[src/rtl/chop_dec_pkg.sv]
package chop_dec_pkg;
  typedef enum logic {
    SEQ_WAIT = 1'b0,
    SEQ_RUN  = 1'b1
  } seq_state_e;
endpackage

[src/rtl/chop_edge_det.sv]
module chop_edge_det (
  input  logic clk,
  input  logic rst_n,
  input  logic chop_i,
  output logic rise_o
);
  logic chop_q;
  logic chop_d;

  // Reset value 1: a chop already high at reset release is not an edge.
  always_comb chop_d = chop_i;

  always_ff @(posedge clk or negedge rst_n) begin
    if (!rst_n) chop_q <= 1'b1;
    else        chop_q <= chop_d;
  end

  assign rise_o = chop_i & ~chop_q;
endmodule

[src/rtl/win_seq.sv]
module win_seq
  import chop_dec_pkg::*;
#(
  parameter int N_PER = 32
) (
  input  logic clk,
  input  logic rst_n,
  input  logic rise_i,
  output logic run_o,
  output logic start_o,
  output logic wend_o
);
  localparam int PW = (N_PER > 1) ? $clog2(N_PER) : 1;
  localparam logic [PW-1:0] LAST = PW'(N_PER - 1);

  seq_state_e st_q, st_d;
  logic [PW-1:0] per_q, per_d;

  always_comb begin
    st_d    = st_q;
    per_d   = per_q;
    start_o = 1'b0;
    wend_o  = 1'b0;
    if (rise_i) begin
      if (st_q == SEQ_WAIT) begin
        st_d    = SEQ_RUN;
        per_d   = '0;
        start_o = 1'b1;
      end else if (per_q == LAST) begin
        per_d  = '0;
        wend_o = 1'b1;
      end else begin
        per_d = per_q + 1'b1;
      end
    end
  end

  always_ff @(posedge clk or negedge rst_n) begin
    if (!rst_n) begin
      st_q  <= SEQ_WAIT;
      per_q <= '0;
    end else begin
      st_q  <= st_d;
      per_q <= per_d;
    end
  end

  assign run_o = (st_q == SEQ_RUN);

  // a window end only ever falls on a chop rising edge
  p_end_on_edge_r1: assert property (@(posedge clk) disable iff (!rst_n)
    wend_o |-> rise_i);

  // no window end while still waiting for the first edge
  p_no_end_idle_r2: assert property (@(posedge clk) disable iff (!rst_n)
    !run_o |-> !wend_o);
endmodule

[src/rtl/ones_acc.sv]
module ones_acc #(
  parameter int CW = 14
) (
  input  logic          clk,
  input  logic          rst_n,
  input  logic          run_i,
  input  logic          start_i,
  input  logic          wend_i,
  input  logic          bit_i,
  input  logic          vld_i,
  output logic [CW-1:0] cnt_o,
  output logic          cnt_vld_o
);
  localparam logic [CW-1:0] CMAX = {CW{1'b1}};

  logic [CW-1:0] acc_q, acc_d;
  logic [CW-1:0] out_q, out_d;
  logic          pv_q, pv_d;
  logic          take;

  always_comb begin
    take  = vld_i & bit_i;
    acc_d = acc_q;
    out_d = out_q;
    pv_d  = 1'b0;
    if (start_i || wend_i) begin
      acc_d = CW'(take);
    end else if (run_i && take) begin
      acc_d = acc_q + 1'b1;
    end
    if (wend_i) begin
      out_d = acc_q;
      pv_d  = 1'b1;
    end
  end

  always_ff @(posedge clk or negedge rst_n) begin
    if (!rst_n) begin
      acc_q <= '0;
      out_q <= '0;
      pv_q  <= 1'b0;
    end else begin
      acc_q <= acc_d;
      out_q <= out_d;
      pv_q  <= pv_d;
    end
  end

  assign cnt_o     = out_q;
  assign cnt_vld_o = pv_q;

  // the window must never hold more ones than CW bits can count
  p_no_overflow_r7: assert property (@(posedge clk) disable iff (!rst_n)
    !(run_i && !wend_i && take && acc_q == CMAX));

  // result pulse lasts one cycle
  p_pulse_single_r4: assert property (@(posedge clk) disable iff (!rst_n)
    cnt_vld_o |=> !cnt_vld_o);

  // pulse follows a window end by one cycle
  p_pulse_after_end_r4: assert property (@(posedge clk) disable iff (!rst_n)
    wend_i |=> cnt_vld_o);

  // result word moves only together with its pulse
  p_out_hold_r5: assert property (@(posedge clk) disable iff (!rst_n)
    !$stable(cnt_o) |-> cnt_vld_o);
endmodule

[src/rtl/chop_sinc1_dec.sv]
module chop_sinc1_dec #(
  parameter int CW    = 14,
  parameter int N_PER = 32
) (
  input  logic          clk,
  input  logic          rst_n,
  input  logic          smp_bit,
  input  logic          smp_vld,
  input  logic          chop_in,
  output logic [CW-1:0] res_cnt,
  output logic          res_vld
);
  logic rise, run, start, wend;

  chop_edge_det u_edge (
    .clk    (clk),
    .rst_n  (rst_n),
    .chop_i (chop_in),
    .rise_o (rise)
  );

  win_seq #(.N_PER(N_PER)) u_seq (
    .clk     (clk),
    .rst_n   (rst_n),
    .rise_i  (rise),
    .run_o   (run),
    .start_o (start),
    .wend_o  (wend)
  );

  ones_acc #(.CW(CW)) u_acc (
    .clk       (clk),
    .rst_n     (rst_n),
    .run_i     (run),
    .start_i   (start),
    .wend_i    (wend),
    .bit_i     (smp_bit),
    .vld_i     (smp_vld),
    .cnt_o     (res_cnt),
    .cnt_vld_o (res_vld)
  );

  // no result can appear before counting has begun
  p_quiet_before_run_r2: assert property (@(posedge clk) disable iff (!rst_n)
    (!run && !$past(run)) |-> !res_vld);
endmodule

[config.mk]
export PLATFORM = sky130hd
export DESIGN_NAME = chop_sinc1_dec
export DESIGN_NICKNAME = d
export VERILOG_FILES = /design/src/rtl/chop_dec_pkg.sv /design/src/rtl/chop_edge_det.sv /design/src/rtl/win_seq.sv /design/src/rtl/ones_acc.sv /design/src/rtl/chop_sinc1_dec.sv
export SDC_FILE = /design/constraint.sdc
export NUM_CORES = 1
export LEC_CHECK = 0
export ABC_AREA = 1
export BUFFER_PORTS_ARGS = -buffer_cell sky130_fd_sc_hd__buf_2
export CAP_MARGIN = 15
export CORE_ASPECT_RATIO = 0.5
export CORE_MARGIN = 8
export CORE_UTILIZATION = 55
export CTS_CLUSTER_SIZE = 28
export DETAILED_ROUTE_END_ITERATION = 10
export PLACE_DENSITY = 0.78
export SYNTH_ARGS = -nofsm -noshare
export SYNTH_HDL_FRONTEND = slang
export SYNTH_SLANG_ARGS = --single-unit
[constraint.sdc]
create_clock -name clk -period 1.9 [get_ports clk]
set_clock_uncertainty 0.1 [all_clocks]
set_input_delay 0 -clock clk [delete_from_list [all_inputs] [get_ports clk]]
set_output_delay 0 -clock clk [all_outputs]
set_load 0.01 [all_outputs]
==> out/metrics.csv, run 1 <==
metric;value;unit
syn2layout_area_growth;17.2;%
leakage;1.04;nW
vias;1356;
initial_utilization;56.3;%
die_area;5110;µm²
required;2.01;ns
max_freq;562;MHz
gr-total-overflow;0;
fin_area;1930;µm²
htree_levels;2;
drt_wl_total;3340;µm
p_switching;0.684;mW
core_region_area;2930;µm²
antenna_found_initial;0;
clkTransAtPathRegs;0.07;ns
p_seq_share;51.3;%
drt_iter0_drc;81;
worstPathMaxFanout;5;
clkPwrFrac;26.2;%
clockBufferDepth;2;
drive_above_1_share;16.1;%
placementRows;14;
dp_hpwl;2380;µm
io_pins;20;
swShare;32.5;%
grt_pass1_wl;5720;µm
cp-end-kind;flip-flop;
gp_congestion;0.857;
timing.critical_path.buf_inv;1;
critical-path-top-delay-family;simple AND/OR/NAND/NOR gates;
slowest_delay;0.41;ns
clock-sinks;36;
finalCritPeriodShare;93.7;%
die_w;93.4;µm
yosysWarnings;0;
p_comb_share;22.5;%
rsz0062_at_grt;no;
peakVddDrop;0.000536;V
ctsRootBufferMaster;clkbuf_8;
placed_area;1800;µm²
layout_commonest_cell;nand2_1;
power.internal;1.42;mW
synth.distinct_cells;20;
ant_nets;0;
synth_edf_count;0;
clk_latency;0.28;ns
synth_cells;202;
drt_pass1_iterations;4;
mostFrequentLayoutCells;nand2_1 (64), dfrtp_1 (35), nor2_1 (24);
hp-class;primary input to flip-flop;
synth_nets;210;
worst_pin_slew;0.779;ns
fin_crit;1.78;ns
powerDensity;1090;nW/µm²
finalSetupViolations;0;
ys.flop_type;dfrtp_1;
hold_violations;0;
ys_seq_elements;36;
worstSetupStartpointType;flip-flop;
cts_inserted_buffers;5;
timing.slew.headroom;48.1;%
total_power;2.10;mW
vias_per_cell;5.02;
grt_usage;14.8;%
path_cells;ha_1 > nand2_1 > nor2_2 > ha_2 > inv_1 > a21oi_4 > nor2_1 > nand2_1 > a21oi_1;
finalSetupTns;0;ns
grt_pass1_vias;1331;
arrival;1.90;ns
report.final.slew_viol_count;0;
status;complete, no violations;
grt_max_degree;37;
dieHeight;54.7;µm
slowest_stage;dfrtp_1;
yosysSeqAreaShare;54.7;%
diodes;0;
port_buffers;19;
cts_tree;yes;
netlist_area;1650;µm²
avgRoutedWirePerCell;12.4;µm
maxCapViolCount;0;
async_reset_ff_share;100;%
avgSynthCellArea;8.16;µm²
drc;0;
num-nets-final;237;
ff2ff_setup_slack;0.12;ns
path_common_cell;nand2_1;
worstSetupPathType;flip-flop to flip-flop;
[worst paths after layout]
check	depth (start not counted)	startpoint	end
max	9	u_seq.per_q[0]$_DFFE_PN0P_	u_acc.acc_q[9]$_DFFE_PN0P_
min	3	smp_bit	u_acc.acc_q[0]$_DFFE_PN0P_
max reg2reg	9	u_seq.per_q[0]$_DFFE_PN0P_	u_acc.acc_q[9]$_DFFE_PN0P_
min reg2reg	2	u_acc.cnt_o[5]$_DFFE_PN0P_	u_acc.cnt_o[5]$_DFFE_PN0P_
max in group asynchronous	2	rst_n	u_acc.acc_q[12]$_DFFE_PN0P_
min in group asynchronous	2	rst_n	u_acc.cnt_o[1]$_DFFE_PN0P_
[worst register-to-register path, stage by stage (launching register included)]
cell and delay, ns:
dfrtp_1 0.41, ha_1 0.23, nand2_1 0.11, nor2_2 0.05, ha_2 0.18, inv_1 0.12
a21oi_4 0.09, nor2_1 0.20, nand2_1 0.07, a21oi_1 0.14
[routing by layer]
layer	part of all wire [%]	global-route usage, %
met5	0	0
met4	1.2	8.97
met3	6.3	5.61
met2	47	26.1
met1	46	15.5
[area by class of cell]
cell class	instances	area (µm²)
Multi-Input combinational cell	140	658
Fill cell	262	993
Timing Repair Buffer	23	143
Sequential cell	36	902
Tap cell	40	50.0
Clock inverter	2	10.0
Inverter	23	86.3
Clock buffer	6	82.6
[logic make-up (layout without fill, tap and decap cells)]
group / count (synthesis) / in the layout / share of synthesized area, %
and+or+nand+nor: 107 / 107 / 27.0
DFF: 36 / 36 / 54.7
AOI/OAI and AO/OA: 29 / 29 / 9.19
buffers and inverters: 26 / 54 / 6.30
adders and majority gates: 3 / 3 / 2.28
xor gates and xnor gates: 1 / 1 / 0.532
[flip-flops by register name, summed over array words and instances, names as in the netlist]
| signal | flops |
|---|---|
| u_acc.cnt_o | 14 |
| u_seq.run_o | 1 |
| u_edge.chop_q | 1 |
| u_acc.acc_q | 14 |
| u_seq.per_q | 5 |
| u_acc.cnt_vld_o | 1 |
[stage by stage]
stage / instances / utilization (%) / hold slack [ns] / worst slack [ns]
floorplan: 202 / - / -0.396 / 0.276
global placement: 260 / 61.6 / 0.0220 / 0.163
detailed placement: 260 / 61.6 / 0.0237 / -0.0254
CTS: 270 / 65.6 / 0.0172 / 0.0803
global route: 270 / 66.0 / 0.0611 / 0.0234
finish: 270 / 66.0 / 0.0226 / 0.120
[power by group through the flow]
stage	clock [mW]	sequential (mW)	combinational (mW)
finish	0.551	1.08	0.474
global route	0.595	1.10	0.549
CTS	0.570	1.07	0.473
detailed placement	0	1.09	0.466
global placement	0	1.08	0.441
floorplan	0	1.09	0.288
[cell usage after synthesis (2+ instances only)]
| master | n | share of area, % |
|---|---|---|
| a21oi_1 | 10 | 3.0 |
| nand4_1 | 3 | 1.1 |
| ha_1 | 3 | 2.3 |
| dfrtp_1 | 35 | 53 |
| o21ai_0 | 16 | 4.9 |
| inv_1 | 22 | 5.0 |
| buf_2 | 2 | 0.61 |
| nand3_1 | 11 | 3.3 |
| nor2_1 | 25 | 5.7 |
| nor3_1 | 2 | 0.61 |
| nand2_1 | 64 | 15 |
[timing repair]
item | CTS | global route
setup buffers | 0 | 0
resized for setup | 1 | 3
hold endpoints to repair | 37 | 0
endpoints found under the setup margin | 4 | 8
hold buffers | 2 | 0
Note: power is estimated with default switching activity, not from simulation.
==> run 2, diff against run 1 <==
--- a/config.mk
+++ b/config.mk
@@ -14,6 +14,8 @@
 export CTS_CLUSTER_SIZE = 28
 export DETAILED_ROUTE_END_ITERATION = 10
 export PLACE_DENSITY = 0.78
+export RECOVER_POWER = 100
 export SYNTH_ARGS = -nofsm -noshare
 export SYNTH_HDL_FRONTEND = slang
+export SYNTH_HIERARCHICAL = 1
 export SYNTH_SLANG_ARGS = --single-unit
==> run 2 against run 1 <==
The run now ends with negative setup slack left. Setup slack worse by 0.27 ns. Clock power up 0.9%. Via count up 18%. Critical path depth up 1. Highest routed layer unchanged.
==> out/metrics.csv, run 2 <==
metric;value;unit;change
status;finished with violations;;
violations;negative setup slack;;
max_freq;487;MHz;-13%
yosys-top-cells-area;dfrtp_1 (50%), nand2_1 (9.0%), nor2_1 (6.0%);;
core_region_area;3010;µm²;+3.0%
synthTopCellsByCount;nand2_1 (42), dfrtp_1 (35), nor2_1 (28);;
met3_usage;5.11;%;-0.49 points
cp-end-kind;flip-flop;;
grt_pass1_vias;1573;;+18%
powerDensity;1070;nW/µm²;-2.1%
clk_latency;0.29;ns;about the same
drt_iter0_drc;110;;+36%
vias_per_cell;5.47;;+8.9%
synth_compound_area_share;7.52;%;-1.7 points
fin_crit;2.05;ns;+0.273 ns
ant_nets;0;;unchanged
avgSynthCellArea;8.65;µm²;+6.1%
htree_levels;2;;unchanged
ys.flop_type;dfrtp_1;;
synth_xor_area_share;0;%;-0.53 points
io_pins;20;;unchanged
arrival;2.12;ns;+0.22 ns
worst_pin_slew;0.882;ns;+0.103 ns
use_met1;19.2;%;+3.7 points
syn2layout_area_growth;34.9;%;
instances_no_fill;292;;+8.1%
synth_edf_count;0;;unchanged
use_met2;26.3;%;+0.21 points
die_area;5350;µm²;+4.7%
maxCapViolCount;0;;unchanged
yosysTopAreaCell;dfrtp_1;;
total_power;2.51;mW;+20%
swShare;35.8;%;+3.2 points
cts_tree;yes;;
layout_commonest_cell;nand2_1;;
peakVddDrop;0.000643;V;+20%
synth_simple_gate_area_share;27.7;%;+0.75 points
worstSetupStartpointType;flip-flop;;
busiest_layer;met2;;
dp_hpwl;2610;µm;+9.9%
die_w;95.7;µm;+2.5%
setup_slack;-0.153;ns;-0.273 ns
grt_usage;16.2;%;+1.3 points
synth_top_family_by_area;simple AND/OR/NAND/NOR gates;;
initial_utilization;58.0;%;+1.7 points
p_switching;0.899;mW;+31%
worstPathMaxFanout;6;;+1
hold_violations;0;;unchanged
placementRows;14;;unchanged
ys_seq_elements;36;;unchanged
synth_top_cell_area_share;50.1;%;-3.0 points
synth_cells;202;;unchanged
worstSetupPathType;flip-flop to flip-flop;;
antenna_found_initial;0;;unchanged
cts_inserted_buffers;5;;unchanged
port_buffers;19;;unchanged
required;1.97;ns;-0.04 ns
drt_pass1_iterations;4;;unchanged
clockBufferDepth;2;;unchanged
synth_nets;211;;+0.48%
report.final.slew_viol_count;0;;unchanged
diodes;0;;unchanged
rsz0062_at_grt;yes;;
dp_cells;266;;+2.3%
avgRoutedWirePerCell;15.9;µm;+29%
p_comb_share;31.7;%;+9.2 points
yosysWarnings;6;;+6
drc;0;;unchanged
hp-class;primary input to async pin;;
cp-startpoint;u_seq/per_q[1]$_DFFE_PN0P_;;
grt_max_degree;37;;unchanged
netlist_area;1750;µm²;+6.1%
vias;1597;;+18%
gr-total-overflow;0;;unchanged
timing.slew.headroom;41.2;%;-6.9 points
mostFrequentLayoutCells;nand2_1 (40), dfrtp_1 (35), nor2_1 (24);;
worstReg2RegEnd;u_acc/cnt_o[13]$_DFFE_PN0P_;;
async_reset_ff_share;100;%;unchanged
yosysSeqAreaShare;51.6;%;-3.1 points
ff2ff_setup_slack;-0.15;ns;-0.27 ns
drive_above_1_share;32.9;%;+17 points
num-nets-final;260;;+9.7%
clock-sinks;36;;unchanged
leakage;1.12;nW;+7.1%
grt_pass1_wl;6900;µm;+21%
p_seq_share;46.2;%;-5.1 points
synthAdderAreaFrac;2.86;%;+0.59 points
finalSetupViolations;28;;+28
finalCritPeriodShare;108;%;+14 points
ctsRootBufferMaster;clkbuf_8;;
yosysMostFrequentCell;nand2_1;;
dieHeight;55.9;µm;+2.1%
worst_r2r_path_depth;10;;+1
synth.distinct_cells;23;;+15%
drt_wl_total;4650;µm;+39%
gp_congestion;0.801;;-6.6%
power.internal;1.62;mW;+14%
clkPwrFrac;22.1;%;-4.1 points
r2r_start;u_seq/per_q[1]$_DFFE_PN0P_;;
post-route-util;78.3;%;+12 points
clkTransAtPathRegs;0.08;ns;about the same
muxShareOfSynthArea;3.22;%;+3.2 points
run 2: changes by cell type after synthesis, moves of 3 or more:
| cell | change |
|---|---|
| nand2_1 | -22 |
| o21ai_0 | -13 |
| nor2_2 | +8 |
| a21oi_1 | +5 |
| mux2_2 | +5 |
| o21ai_1 | +5 |
| nor3_1 | +4 |
| nor2_1 | +3 |
run 2: worst max path at each step:
stage	end	cells past startpoint
CTS	u_acc/acc_q[13]$_DFFE_PN0P_	14
global placement	u_acc/cnt_o[11]$_DFFE_PN0P_	8
global route	u_acc/acc_q[12]$_DFFE_PN0P_	14
detailed placement	u_acc/cnt_o[6]$_DFFE_PN0P_	10
finish	u_acc/cnt_o[13]$_DFFE_PN0P_	10
floorplan	u_acc/acc_q[12]$_DFFE_PN0P_	15
run 2: layer usage:
layer	vias up	share of wire (%)
met4	0	3.2
met5	-	0
li1	744	-
met1	762	41
met3	22	7.1
met2	69	49
run 2: logic make-up (layout without fill, tap and decap cells):
logic type / after synthesis / after routing
simple gates: 104 / 104
flops: 36 / 36
buf+inv: 28 / 78
compound gates: 25 / 25
mux: 5 / 5
fa+ha+maj: 4 / 4
run 2: power by group through the flow:
stage | logic, mW | clock network, mW | registers, mW
2_1_floorplan | 0.334 | 0 | 1.17
4_1_cts | 0.683 | 0.557 | 1.14
3_3_place_gp | 0.621 | 0 | 1.14
6_report | 0.797 | 0.556 | 1.16
5_1_grt | 0.887 | 0.592 | 1.18
3_5_place_dp | 0.645 | 0 | 1.15
run 2: per-stage QoR:
stage          instance area [µm²]  worst slack [ns]  hold slack, ns  TNS [ns]
6_report                      2360            -0.153           0.256     -1.86
5_1_grt                       2360            -0.226           0.268     -4.18
4_1_cts                       2170           -0.0452           0.259    -0.202
3_5_place_dp                  1950           -0.0843          0.0170    -0.856
3_3_place_gp                  1950           -0.0196          0.0153   -0.0974
2_1_floorplan                 1760           -0.0409          -0.396   -0.0818
run 2: layout make-up:
cell class                      instances  area [µm²]
Sequential cell                        36         902
Inverter                               23        88.8
Timing Repair Buffer                   47         363
Tap cell                               40        50.0
Clock buffer                            8        90.1
Multi-Input combinational cell        138         865
Fill cell                             181         654
run 2: worst max-delay path, cell delays in order (launching register included):
cell	delay, ns
dfrtp_1	0.37
ha_2	0.19
inv_2	0.04
nor3_2	0.12
ha_2	0.22
inv_2	0.05
nor3_4	0.13
buf_4	0.14
buf_6	0.10
buf_8	0.13
mux2_2	0.34
run 2: repair_timing:
item	CTS	global route
gates resized for setup	12	34
hold buffers	4	0
cloned	1	1
pin swaps	6	11
setup endpoints to repair	17	27
hold endpoints to repair	37	0
buffers inserted	6	6
